<file path="src/rtl/pci_cyc_pkg.sv">
// Shared types for the bus cycle classifier.
// Assumes: all fields are active high (asserted = 1) inside the block.
package pci_cyc_pkg;

    // Sampled bus control lines, converted to asserted-high.
    typedef struct packed {
        logic frame;
        logic irdy;
        logic trdy;
        logic devsel;
        logic stop;
        logic gnt;
    } bus_t;

    // Per-clock cycle status, asserted-high.
    typedef struct packed {
        logic idle;
        logic dvalid;
        logic mwait;
        logic twait;
        logic nodev;
        logic retry;
        logic tabort;
        logic mabort;
        logic eot;
    } stat_t;

endpackage

</file>
<file path="src/rtl/pci_cyc_track.sv">
// Transaction tracker: opens a transaction on the address phase and keeps
// the per-transaction history the decoder needs (data moved, target claimed,
// first IRDY# seen, burst flag, one-shot abort flags, grant copy).
// Assumes: inputs are registered bus lines, asserted-high.
module pci_cyc_track
    import pci_cyc_pkg::*;
(
    input  logic clk,
    input  logic rst_n,
    input  bus_t bus,
    input  logic eot,
    input  logic ta_now,
    input  logic ma_now,
    output logic txn,
    output logic start,
    output logic data_seen,
    output logic devsel_seen,
    output logic irdy_seen,
    output logic burst_q,
    output logic ta_done,
    output logic ma_done,
    output logic gnt_q
);

    // Address phase: FRAME# asserted while no transaction is open.
    assign start = !txn && bus.frame;

    // Per-transaction history registers, cleared on each new address phase.
    always_ff @(posedge clk) begin
        if (!rst_n) begin
            txn         <= 1'b0;
            data_seen   <= 1'b0;
            devsel_seen <= 1'b0;
            irdy_seen   <= 1'b0;
            burst_q     <= 1'b0;
            ta_done     <= 1'b0;
            ma_done     <= 1'b0;
            gnt_q       <= 1'b0;
        end else if (start) begin
            txn         <= 1'b1;
            data_seen   <= 1'b0;
            devsel_seen <= 1'b0;
            irdy_seen   <= 1'b0;
            burst_q     <= 1'b0;
            ta_done     <= 1'b0;
            ma_done     <= 1'b0;
            gnt_q       <= bus.gnt;
        end else if (txn) begin
            if (eot || (!bus.frame && !bus.irdy))
                txn <= 1'b0;
            if (bus.irdy && bus.trdy)
                data_seen <= 1'b1;
            if (bus.devsel)
                devsel_seen <= 1'b1;
            if (!irdy_seen && bus.irdy) begin
                irdy_seen <= 1'b1;
                burst_q   <= bus.frame;
            end
            if (ta_now)
                ta_done <= 1'b1;
            if (ma_now)
                ma_done <= 1'b1;
        end
    end

    // A closed transaction never reopens without an address phase.
    a_r8_no_reopen: assert property (@(posedge clk) disable iff (!rst_n)
        (!txn && !bus.frame) |=> !txn);

endmodule

</file>
<file path="src/rtl/pci_cyc_mabort.sv">
// Master-abort timer: counts clocks since the address phase and fires once
// when the limit for the transfer type is reached with no DEVSEL#.
// Assumes: MA_BURST >= MA_SINGLE >= 1; counter saturates, so it fires once.
module pci_cyc_mabort #(
    parameter int MA_SINGLE = 5,
    parameter int MA_BURST  = 6
) (
    input  logic clk,
    input  logic rst_n,
    input  logic start,
    input  logic txn,
    input  logic devsel_a,
    input  logic devsel_seen,
    input  logic burst_now,
    output logic ma_now
);

    localparam int CNT_W = $clog2(MA_BURST + 2);
    localparam logic [CNT_W-1:0] CNT_MAX = {CNT_W{1'b1}};
    localparam logic [CNT_W-1:0] LIM_S   = CNT_W'(MA_SINGLE);
    localparam logic [CNT_W-1:0] LIM_B   = CNT_W'(MA_BURST);

    logic [CNT_W-1:0] cnt;
    logic [CNT_W-1:0] limit;

    // Clock counter: holds k in the k-th clock after the address phase.
    always_ff @(posedge clk) begin
        if (!rst_n)
            cnt <= '0;
        else if (start)
            cnt <= CNT_W'(1);
        else if (txn && cnt != CNT_MAX)
            cnt <= cnt + CNT_W'(1);
    end

    // Limit selection and timeout compare.
    always_comb begin
        limit  = burst_now ? LIM_B : LIM_S;
        ma_now = txn && !devsel_seen && !devsel_a && (cnt == limit);
    end

    a_r6_ma_one_clock: assert property (@(posedge clk) disable iff (!rst_n)
        ma_now |=> !ma_now);

    a_r7_ma_not_before_single: assert property (@(posedge clk) disable iff (!rst_n)
        ma_now |-> (cnt >= LIM_S));

endmodule

</file>
<file path="src/rtl/pci_cyc_decode.sv">
// Cycle decoder: turns the current bus lines and the transaction history
// into the per-clock status set.
// Assumes: history inputs come from registers, so no combinational loop.
module pci_cyc_decode
    import pci_cyc_pkg::*;
(
    input  logic  clk,
    input  logic  rst_n,
    input  bus_t  bus,
    input  logic  txn,
    input  logic  data_seen,
    input  logic  devsel_seen,
    input  logic  ta_done,
    input  logic  ma_now,
    input  logic  ma_done,
    output stat_t st
);

    // Status decode for the current clock.
    always_comb begin
        st.idle   = !bus.frame && !bus.irdy;
        st.dvalid = txn && bus.irdy && bus.trdy;
        st.mwait  = txn && bus.frame && !bus.irdy;
        st.twait  = txn && bus.irdy && bus.devsel && !bus.trdy && !bus.stop;
        st.nodev  = txn && bus.irdy && !bus.trdy && !bus.devsel && !devsel_seen;
        st.retry  = txn && bus.stop && bus.devsel && !bus.trdy && !data_seen;
        st.tabort = txn && bus.stop && !bus.devsel && devsel_seen && !ta_done;
        st.mabort = ma_now;
        st.eot    = txn && !bus.frame && bus.irdy &&
                    (bus.trdy || bus.stop || ma_now || ma_done);
    end

    a_r1_idle_quiet: assert property (@(posedge clk) disable iff (!rst_n)
        st.idle |-> !(st.dvalid || st.mwait || st.twait || st.nodev || st.eot));

    a_r5_ta_one_clock: assert property (@(posedge clk) disable iff (!rst_n)
        st.tabort |=> !st.tabort);

    a_r8_eot_one_clock: assert property (@(posedge clk) disable iff (!rst_n)
        st.eot |=> !st.eot);

endmodule

</file>
<file path="src/rtl/pci_cyc_qualify.sv">
// Output stage: store qualification from the filters and the held grant.
// Assumes: filter inputs are static over the clocks they apply to.
module pci_cyc_qualify
    import pci_cyc_pkg::*;
(
    input  logic  clk,
    input  logic  rst_n,
    input  stat_t st,
    input  logic  no_wait,
    input  logic  no_idle,
    input  logic  txn,
    input  logic  gnt_a,
    input  logic  gnt_q,
    output logic  store,
    output logic  gnt_held
);

    logic any_wait;

    // Filter decision and grant selection.
    always_comb begin
        any_wait = st.mwait || st.twait || st.nodev;
        store    = !(no_wait && any_wait) && !(no_idle && st.idle);
        gnt_held = txn ? gnt_q : gnt_a;
    end

    a_r10_wait_dropped: assert property (@(posedge clk) disable iff (!rst_n)
        (no_wait && (st.mwait || st.twait || st.nodev)) |-> !store);

    a_r11_idle_dropped: assert property (@(posedge clk) disable iff (!rst_n)
        (no_idle && st.idle) |-> !store);

endmodule

</file>
<file path="src/rtl/pci_cycle_classifier.sv">
// Top level: passive PCI cycle classifier. Converts the sampled active-low
// bus lines, runs the tracker, timer, decoder and output stage, and drives
// active-low status bits.
// Assumes: inputs are already registered on the bus clock.
module pci_cycle_classifier #(
    parameter int MA_SINGLE = 5,
    parameter int MA_BURST  = 6
) (
    input  logic clk,
    input  logic rst_n,
    input  logic frame_n,
    input  logic irdy_n,
    input  logic trdy_n,
    input  logic devsel_n,
    input  logic stop_n,
    input  logic gnt_n,
    input  logic no_wait,
    input  logic no_idle,
    output logic idle_n,
    output logic dvalid_n,
    output logic mwait_n,
    output logic twait_n,
    output logic nodev_n,
    output logic retry_n,
    output logic tabort_n,
    output logic mabort_n,
    output logic eot_n,
    output logic gnt_held_n,
    output logic store_q
);
    import pci_cyc_pkg::*;

    bus_t  bus;
    stat_t st;
    logic  txn, start, data_seen, devsel_seen, irdy_seen, burst_q;
    logic  ta_done, ma_done, gnt_q, ma_now, burst_now, gnt_held;

    // Polarity conversion of the sampled lines.
    always_comb begin
        bus.frame  = !frame_n;
        bus.irdy   = !irdy_n;
        bus.trdy   = !trdy_n;
        bus.devsel = !devsel_n;
        bus.stop   = !stop_n;
        bus.gnt    = !gnt_n;
    end

    // Burst decision: latched on the first IRDY#, or taken live on that clock.
    assign burst_now = irdy_seen ? burst_q : (txn && bus.irdy && bus.frame);

    pci_cyc_track u_track (
        .clk(clk), .rst_n(rst_n), .bus(bus), .eot(st.eot),
        .ta_now(st.tabort), .ma_now(ma_now), .txn(txn), .start(start),
        .data_seen(data_seen), .devsel_seen(devsel_seen), .irdy_seen(irdy_seen),
        .burst_q(burst_q), .ta_done(ta_done), .ma_done(ma_done), .gnt_q(gnt_q)
    );

    pci_cyc_mabort #(.MA_SINGLE(MA_SINGLE), .MA_BURST(MA_BURST)) u_mabort (
        .clk(clk), .rst_n(rst_n), .start(start), .txn(txn),
        .devsel_a(bus.devsel), .devsel_seen(devsel_seen),
        .burst_now(burst_now), .ma_now(ma_now)
    );

    pci_cyc_decode u_decode (
        .clk(clk), .rst_n(rst_n), .bus(bus), .txn(txn), .data_seen(data_seen),
        .devsel_seen(devsel_seen), .ta_done(ta_done), .ma_now(ma_now),
        .ma_done(ma_done), .st(st)
    );

    pci_cyc_qualify u_qualify (
        .clk(clk), .rst_n(rst_n), .st(st), .no_wait(no_wait), .no_idle(no_idle),
        .txn(txn), .gnt_a(bus.gnt), .gnt_q(gnt_q), .store(store_q),
        .gnt_held(gnt_held)
    );

    // Active-low output drive.
    always_comb begin
        idle_n     = !st.idle;
        dvalid_n   = !st.dvalid;
        mwait_n    = !st.mwait;
        twait_n    = !st.twait;
        nodev_n    = !st.nodev;
        retry_n    = !st.retry;
        tabort_n   = !st.tabort;
        mabort_n   = !st.mabort;
        eot_n      = !st.eot;
        gnt_held_n = !gnt_held;
    end

    a_r6_ma_without_devsel: assert property (@(posedge clk) disable iff (!rst_n)
        !mabort_n |-> devsel_n);

    a_r9_grant_frozen: assert property (@(posedge clk) disable iff (!rst_n)
        (txn && $past(txn)) |-> $stable(gnt_held_n));

endmodule

</file>
<file path="config.mk">
export PLATFORM = sky130hd
export DESIGN_NAME = pci_cycle_classifier
export DESIGN_NICKNAME = d
export VERILOG_FILES = /design/src/rtl/pci_cyc_pkg.sv /design/src/rtl/pci_cyc_track.sv /design/src/rtl/pci_cyc_mabort.sv /design/src/rtl/pci_cyc_decode.sv /design/src/rtl/pci_cyc_qualify.sv /design/src/rtl/pci_cycle_classifier.sv
export SDC_FILE = /design/constraint.sdc
export NUM_CORES = 1
export LEC_CHECK = 0
export BUFFER_PORTS_ARGS = -buffer_cell sky130_fd_sc_hd__buf_2
export CORE_UTILIZATION = 52
export DETAILED_ROUTE_END_ITERATION = 6
export MAX_ROUTING_LAYER = met4
export PLACE_DENSITY = 0.81
export SYNTH_ARGS = -nofsm -noshare
export SYNTH_HDL_FRONTEND = slang
export SYNTH_HIERARCHICAL = 1
export SYNTH_SLANG_ARGS = --single-unit
</file>
<file path="constraint.sdc">
create_clock -name clk -period 3.95 [get_ports clk]
set_input_delay 0.79 -clock clk [delete_from_list [all_inputs] [get_ports clk]]
set_output_delay 0.79 -clock clk [all_outputs]
set_load 0.05 [all_outputs]
</file>
# After elaboration in Yosys (flattened, before gate mapping)
# Cells that the tools add are included.
[totals]
regBits = 11
in_bits = 10
out_inout_bits = 11
elab_cells = 91
[classes]
add_sub_neg = 1
n_eq_ne = 2
n_mux = 8
bitwise = 2
reduce_logical = 68
[op_table]
columns = ["cell", "n"]
rows = [
  ["$logic_and 1x1->1", 32],
  ["$logic_not 1->1", 23],
  ["$reduce_and 2->1", 5],
  ["$mux 1", 7],
  ["$logic_or 1x1->1", 6],
  ["$add 3x1->3 const B", 1],
  ["$eq 3x3->1", 1],
  ["$ne 3x3->1 const B", 1],
  ["$mux 2", 1],
  ["$not 1->1", 2],
  ["$reduce_bool 2->1", 1],
  ["$reduce_or 2->1", 1],
]

# Longest topological paths before layout
# Gate-level depths: netlist of the first run.
[depth]
word_depth = 14
mapped_depth = 9
mapped_depth_nobuf = 9

# Modules after synthesis
# Netlist of the first run, hierarchy kept.
[modules_own_cells]
columns = ["module", "n_inst", "cells_per_inst", "area_each_um2", "seq_area_each_um2"]
rows = [
  ["pci_cyc_track", 1, 33, 326.6, 160.2],
  ["pci_cyc_mabort", 1, 17, 176.4, 60.1],
  ["pci_cycle_classifier", 1, 19, 83.8, 0.0],
  ["pci_cyc_decode", 1, 14, 81.3, 0.0],
  ["pci_cyc_qualify", 1, 3, 28.8, 0.0],
]

# Worst setup path after synthesis of the first run
# No wires, ideal clock.
[synth_timing]
path_type = "input to output"
from = "input port frame_n"
to = "output port eot_n"
arrival_ns = 2.155
required_time_ns = 3.160
path_slack_ns = 1.005
stages = 6
path_buffers = 0
cell_sequence = "o41ai_2 > or3b_1 > a2111oi_2 > nor4_1 > nor3_1 > inv_1"
[synth_lines]
columns = ["item", "line_no", "text"]
rows = [
  ["from (decl)", "pci_cycle_classifier.sv:11", "input logic frame_n,"],
  ["to (decl)", "pci_cycle_classifier.sv:27", "output logic eot_n,"],
]

==> qor.yml, run 1 <==
remaining_drc_errors: 0
worstSetupStartpointType: "flop"
worst-path-max-fanout: 16
cts_root_buf: "clkbuf_4"
grt_usage: 0.215
place_hpwl_um: 1010
final_core_util: 0.693
setup_viol: 0
grt_overflow: 0
h-tree-depth: 1
grt_pass1_wl_um: 2080
yosysUniqueCellTypes: 30
yosysWarnings: 6
synth_most_common_cell: "inv_1"
ys_ff_latch: 11
arrival_ns: 2.47
initial_core_util: 0.595
drive_gt1_frac: 0.280
yosys.area.top_type: "dfxtp_1"
yosys-top-cells-area: "dfxtp_1 (32%), inv_1 (10%), nor2b_1 (5.4%)"
dr.pass1.iters: 4
avgSynthCellArea_um2: 8.10
end_kind: "primary output"
cts_setup_buffers: 0
synth_nets: 98
relSlewSlack: 0.646
cp.buffers_inverters: 3
outcome: "complete, no violations"
slew_violations: 0
ir_worst_vdd_uv: 194
worst_path_max_delay_cell: "dfxtp_1"
die_w_um: 38.6
clk_pin_slew_ns: 0.07
rr_worst_depth: 9
clockBufferDepth: 2
post-place-ws_ns: 0.806
async_reset_ff_frac: 0
p_leak_uw: 0.000354
worst-path-stages: 8
cp_top_family: "compound AO/OA/AOI/OAI gates"
area_growth_pct: 16.5
die_y_um: 38.6
synth.top_cell.area_share: 0.316
synth_edf_count: 0
tns_ns: 0
fmax_mhz: 307
cts_tree: "built"
io_pins: 21
cts_sinks: 11
min_period_ns: 3.26
hold_buffers: 0
die_area_um2: 1490
gp_congestion: 0.762
hold_viol_final: 0
insertedDiodeCount: 0
antenna_found_initial: 0
grt_pass1_vias: 484
reg2reg_slack_ns: 1.71
fin_crit_sh: 0.825
min_path_cells: 2
worst_slew_pin_slew_ns: 0.531
path_class: "flop to primary output"
core.rowCount: 12
portBuffers: 20
routed_wirelength_um: 1380
synth_common_cells: "inv_1 (19), dfxtp_1 (11), nand2_1 (9)"
cts_buffers: 3
core_um2: 1170
clk_latency_ns: 0.27
vias_per_cell: 5.30
wl_per_cell_um: 11.4
finClkSkew_ns: 0.00234
fin_nets: 120
vias: 641
stdcell_area_um2: 812
grt_max_degree: 17
critPathMaxStageDelay_ns: 0.66
synthFlopType: "dfxtp_1"
worstHoldPathType: "flop to flop"
ys_seq_area_frac: 0.316
post_dp_cell_area_um2: 785
postSynthCellCount: 86
worstPathCellList: "inv_1 > o41ai_2 > nand3b_1 > a2111oi_2 > nor4_1 > nor3_1 > inv_1 > buf_2"
drv_cap: 0
cpMostUsedCell: "inv_1"
rsz0062_at_grt: "false"
power_density_nw_per_um2: 311
worstPathRequired_ns: 3.16
cts-resized-gates: 0
power_uw: 253
antenna_left: 0
setup_ws_ns: 0.692
first_iter_violations: 13
syn_area_um2: 697
state kept, by name, indices dropped and copies added (netlist names):
name                 count
u_track/txn              1
u_mabort/cnt             3
u_track/data_seen        1
u_track/ta_done          1
u_track/gnt_q            1
u_track/burst_q          1
u_track/devsel_seen      1
u_track/ma_done          1
u_track/irdy_seen        1
final cells by class:
class	instances	area (um^2)
fillers	118	359
inverters	19	71.3
repair buffers	20	100
well taps	14	17.5
flip-flops and latches	11	220
clock buffers	3	22.5
clock inverters	1	5.00
multi-input cells	53	375
routing by layer:
metal,vias to the layer above,share of wire,routed length [um],track usage
li1,324,-,-,-
met1,301,0.50,681,0.284
met2,14,0.46,628,0.304
met3,2,0.039,54,0.0520
met4,0,0.0080,11,0.103
met5,-,0,0,-
logic make-up after synthesis:
kind of cell | Yosys count | synth area share
compound gates | 13 | 0.165
xor+xnor | 1 | 0.0126
fa+ha+maj | 2 | 0.0359
buf+inv | 22 | 0.145
flops | 11 | 0.316
mux | 4 | 0.0592
simple gates | 33 | 0.266
tightest hold or removal path: stages (launching register included):
cell and delay [ns]:
dfxtp_1 0.33, a31oi_1 0.04, nor2_1 0.07
stage by stage:
step | std cells | hold slack (ns)
2_1_floorplan | 86 | 0.437
3_3_place_gp | 117 | 0.453
3_5_place_dp | 117 | 0.464
4_1_cts | 121 | 0.482
5_1_grt | 121 | 0.504
6_report | 121 | 0.476
cells in the final DEF, fill, tap and decap left out, drive strengths merged, types with 3 or more instances in the layout:
master and n:
nor3 3, clkbuf 3, mux2i 3, nand2 9, dfxtp 11, nor2 6
buf 20, inv 19, a22oi 3, nor2b 6, nand2b 3
power by group:
group | internal, uW | switching [uW]
Combinational | 19.5 | 33.7
Sequential | 116 | 6.49
Clock | 37.4 | 40.0
worst paths after layout:
path                   start               to
max              u_track/txn            eot_n
min          u_track/burst_q  u_track/burst_q
max reg2reg      u_track/txn      u_track/txn
min reg2reg  u_track/burst_q  u_track/burst_q
Power figures use the tool's default switching activity.
==> inputs of run 2 (changes only) <==
CORE_UTILIZATION = 49   (was 52)
PLACE_DENSITY = 0.77   (was 0.81)
clock period = 3 ns   (was 3.95 ns; I/O delays follow)
==> run 2 against run 1 <==
Against the previous run:
- worst setup slack worse by 0.44 ns
- first-iteration DRC count is 31% higher
- clock power is 29% higher
- die area is 5.8% higher
- final area is 2.5% higher
- sequential share of layout area is 0.65 points lower
- critical path depth stayed put
- critical path type is now input port to primary output
- hold slack better by 0.012 ns
==> qor.yml, run 2 (synthesized netlist as in run 1, its figures left out) <==
cts_tree: "built"  # unchanged
h-tree-depth: 1  # unchanged
worstReg2RegStart: "u_track/irdy_seen"  # was u_track/txn
tns_ns: 0  # unchanged
largest_register_ffs: 3  # unchanged
worstSetupStartpointType: "input port"  # was flop
p_leak_uw: 0.000356  # was 0.000354 uW
die_area_um2: 1580  # was 1490 um^2
worst-path-max-fanout: 3  # was 16
cpMostUsedCell: "buf_2"  # was inv_1
cts_sinks: 11  # unchanged
remaining_drc_errors: 0  # unchanged
die_y_um: 39.7  # was 38.6 um
fillers: 128  # was 118
worst_path_max_delay_cell: "a2111oi_4"  # was dfxtp_1
critPathMaxStageDelay_ns: 0.37  # was 0.66 ns
place_hpwl_um: 1010  # about the same
reg2reg_slack_ns: 1.10  # was 1.71 ns
fin_crit_sh: 0.917
grt_max_degree: 16  # was 17
rsz0062_at_grt: "false"  # unchanged
insertedDiodeCount: 0  # unchanged
cts-resized-gates: 0  # unchanged
clockBufferDepth: 2  # unchanged
arrival_ns: 2.15  # was 2.47 ns
clk_pin_slew_ns: 0.06  # was 0.07 ns
outcome: "complete, no violations"  # unchanged
drive_gt1_frac: 0.278  # was 0.280
worst_slew_pin_slew_ns: 0.347  # was 0.531 ns
antenna_found_initial: 0  # unchanged
setup_viol: 0  # unchanged
clk_latency_ns: 0.27  # about the same
min_from: "u_track/burst_q"  # unchanged
final_common_cell: "buf_2"  # unchanged
ir_worst_vdd_uv: 253  # was 194 uV
min_period_ns: 2.75
vias_per_cell: 5.07  # was 5.30
grt_usage: 0.205  # was 0.215
cts_buffers: 3  # unchanged
grt_pass1_wl_um: 2010  # was 2080 um
gp_congestion: 0.727  # was 0.762
relSlewSlack: 0.766  # was 0.646
core.rowCount: 13  # was 12
end_kind: "primary output"  # unchanged
area_growth_pct: 19.4  # was 16.5%
first_iter_violations: 17  # was 13
min_path_cells: 2  # unchanged
power_density_nw_per_um2: 400  # was 311 nW/um^2
fin_nets: 121  # was 120
routed_wirelength_um: 1340  # was 1380 um
hold_buffers: 0  # unchanged
die_w_um: 39.7  # was 38.6 um
worstPathCellList: "buf_2 > o41ai_2 > nand3b_1 > a2111oi_4 > nor4_1 > nor3_1 > inv_1 > buf_2"  # was inv_1 > o41ai_2 > nand3b_1 > a2111oi_2 > nor4_1 > nor3_1 > inv_1 > buf_2
core_um2: 1320  # was 1170 um^2
hold_path_end: "u_track/burst_q"  # unchanged
io_pins: 21  # unchanged
grt_pass1_vias: 520  # was 484
drv_cap: 0  # unchanged
portBuffers: 20  # unchanged
initial_core_util: 0.529  # was 0.595
dr.pass1.iters: 4  # unchanged
finClkSkew_ns: 0.00424  # was 0.00234 ns
rr_worst_depth: 9  # unchanged
top_register: "u_mabort/cnt"  # unchanged
final_cell_mix: "buf_2 (20), inv_1 (19), dfxtp_1 (11), nand2_1 (9)"  # unchanged
worstPathRequired_ns: 2.40  # was 3.16 ns
cts_root_buf: "clkbuf_4"  # unchanged
vias: 624  # was 641
r2r-end: "u_track/txn"  # unchanged
fin_hold_ws_ns: 0.488  # was 0.476 ns
worstHoldPathType: "flop to flop"  # unchanged
cts_setup_buffers: 0  # unchanged
hold_viol_final: 0  # unchanged
grt_overflow: 0  # unchanged
antenna_left: 0  # unchanged
fmax_mhz: 364
slew_violations: 0  # unchanged
wl_per_cell_um: 10.9  # was 11.4 um
path_class: "input port to primary output"  # was flop to primary output
run 2: changes by cell type in the layout (fill, tap and decap cells not counted):
cell	previous run	this run
a2111oi_4	0	1
buf_4	0	1
clkbuf_1	0	1
clkinv_2	1	0
a2111oi_2	1	0
run 2: routing by layer:
metal  track usage  vias up  part of all wire
met1         0.194      270              0.42
met2         0.365       26              0.50
li1              -      326                 -
met5             -        -                 0
met4         0.155        0            0.0090
met3        0.0341        2             0.069
run 2: power by group:
part | switching (uW) | internal [uW] | leakage (uW) | total, uW
combinational | 47.6 | 27.0 | 0.000251 | 74.6
sequential | 5.53 | 152 | 0.0000899 | 158
clock | 48.5 | 51.5 | 0.0000150 | 100
total | 102 | 231 | 0.000356 | 332
run 2: final cells by class:
cell class	instances	area (um^2)	area share
Multi-Input combinational cell	53	388	0.466
Tap cell	15	18.8	0.0226
Timing Repair Buffer	21	108	0.129
Sequential cell	11	220	0.265
Clock buffer	4	26.3	0.0316
Inverter	19	71.3	0.0857
run 2: stage by stage:
| stage | area (um^2) | setup slack [ns] | total power, uW | cells | utilization |
|---|---|---|---|---|---|
| 4_1_cts | 820 | 0.198 | 338 | 123 | 0.622 |
| 3_5_place_dp | 793 | 0.202 | 235 | 119 | 0.602 |
| 2_1_floorplan | 697 | 0.435 | 218 | 86 | - |
| 6_report | 832 | 0.249 | 332 | 123 | 0.632 |
| 5_1_grt | 832 | 0.0887 | 355 | 123 | 0.632 |
| 3_3_place_gp | 793 | 0.252 | 233 | 119 | 0.602 |
run 2: critical path, delay by kind of cell:
family	cells	cell delay (ns)
buffers and inverters	3	0.37
and+or+nand+nor	3	0.46
AOI/OAI and AO/OA	2	0.72
run 2: worst max-delay path by stage:
stage / to / startpoint / slack [ns]
floorplan: eot_n / frame_n / 0.43
global placement: eot_n / frame_n / 0.25
detailed placement: eot_n / frame_n / 0.20
CTS: eot_n / u_track/irdy_seen / 0.20
global route: eot_n / u_track/irdy_seen / 0.09
finish: eot_n / frame_n / 0.25
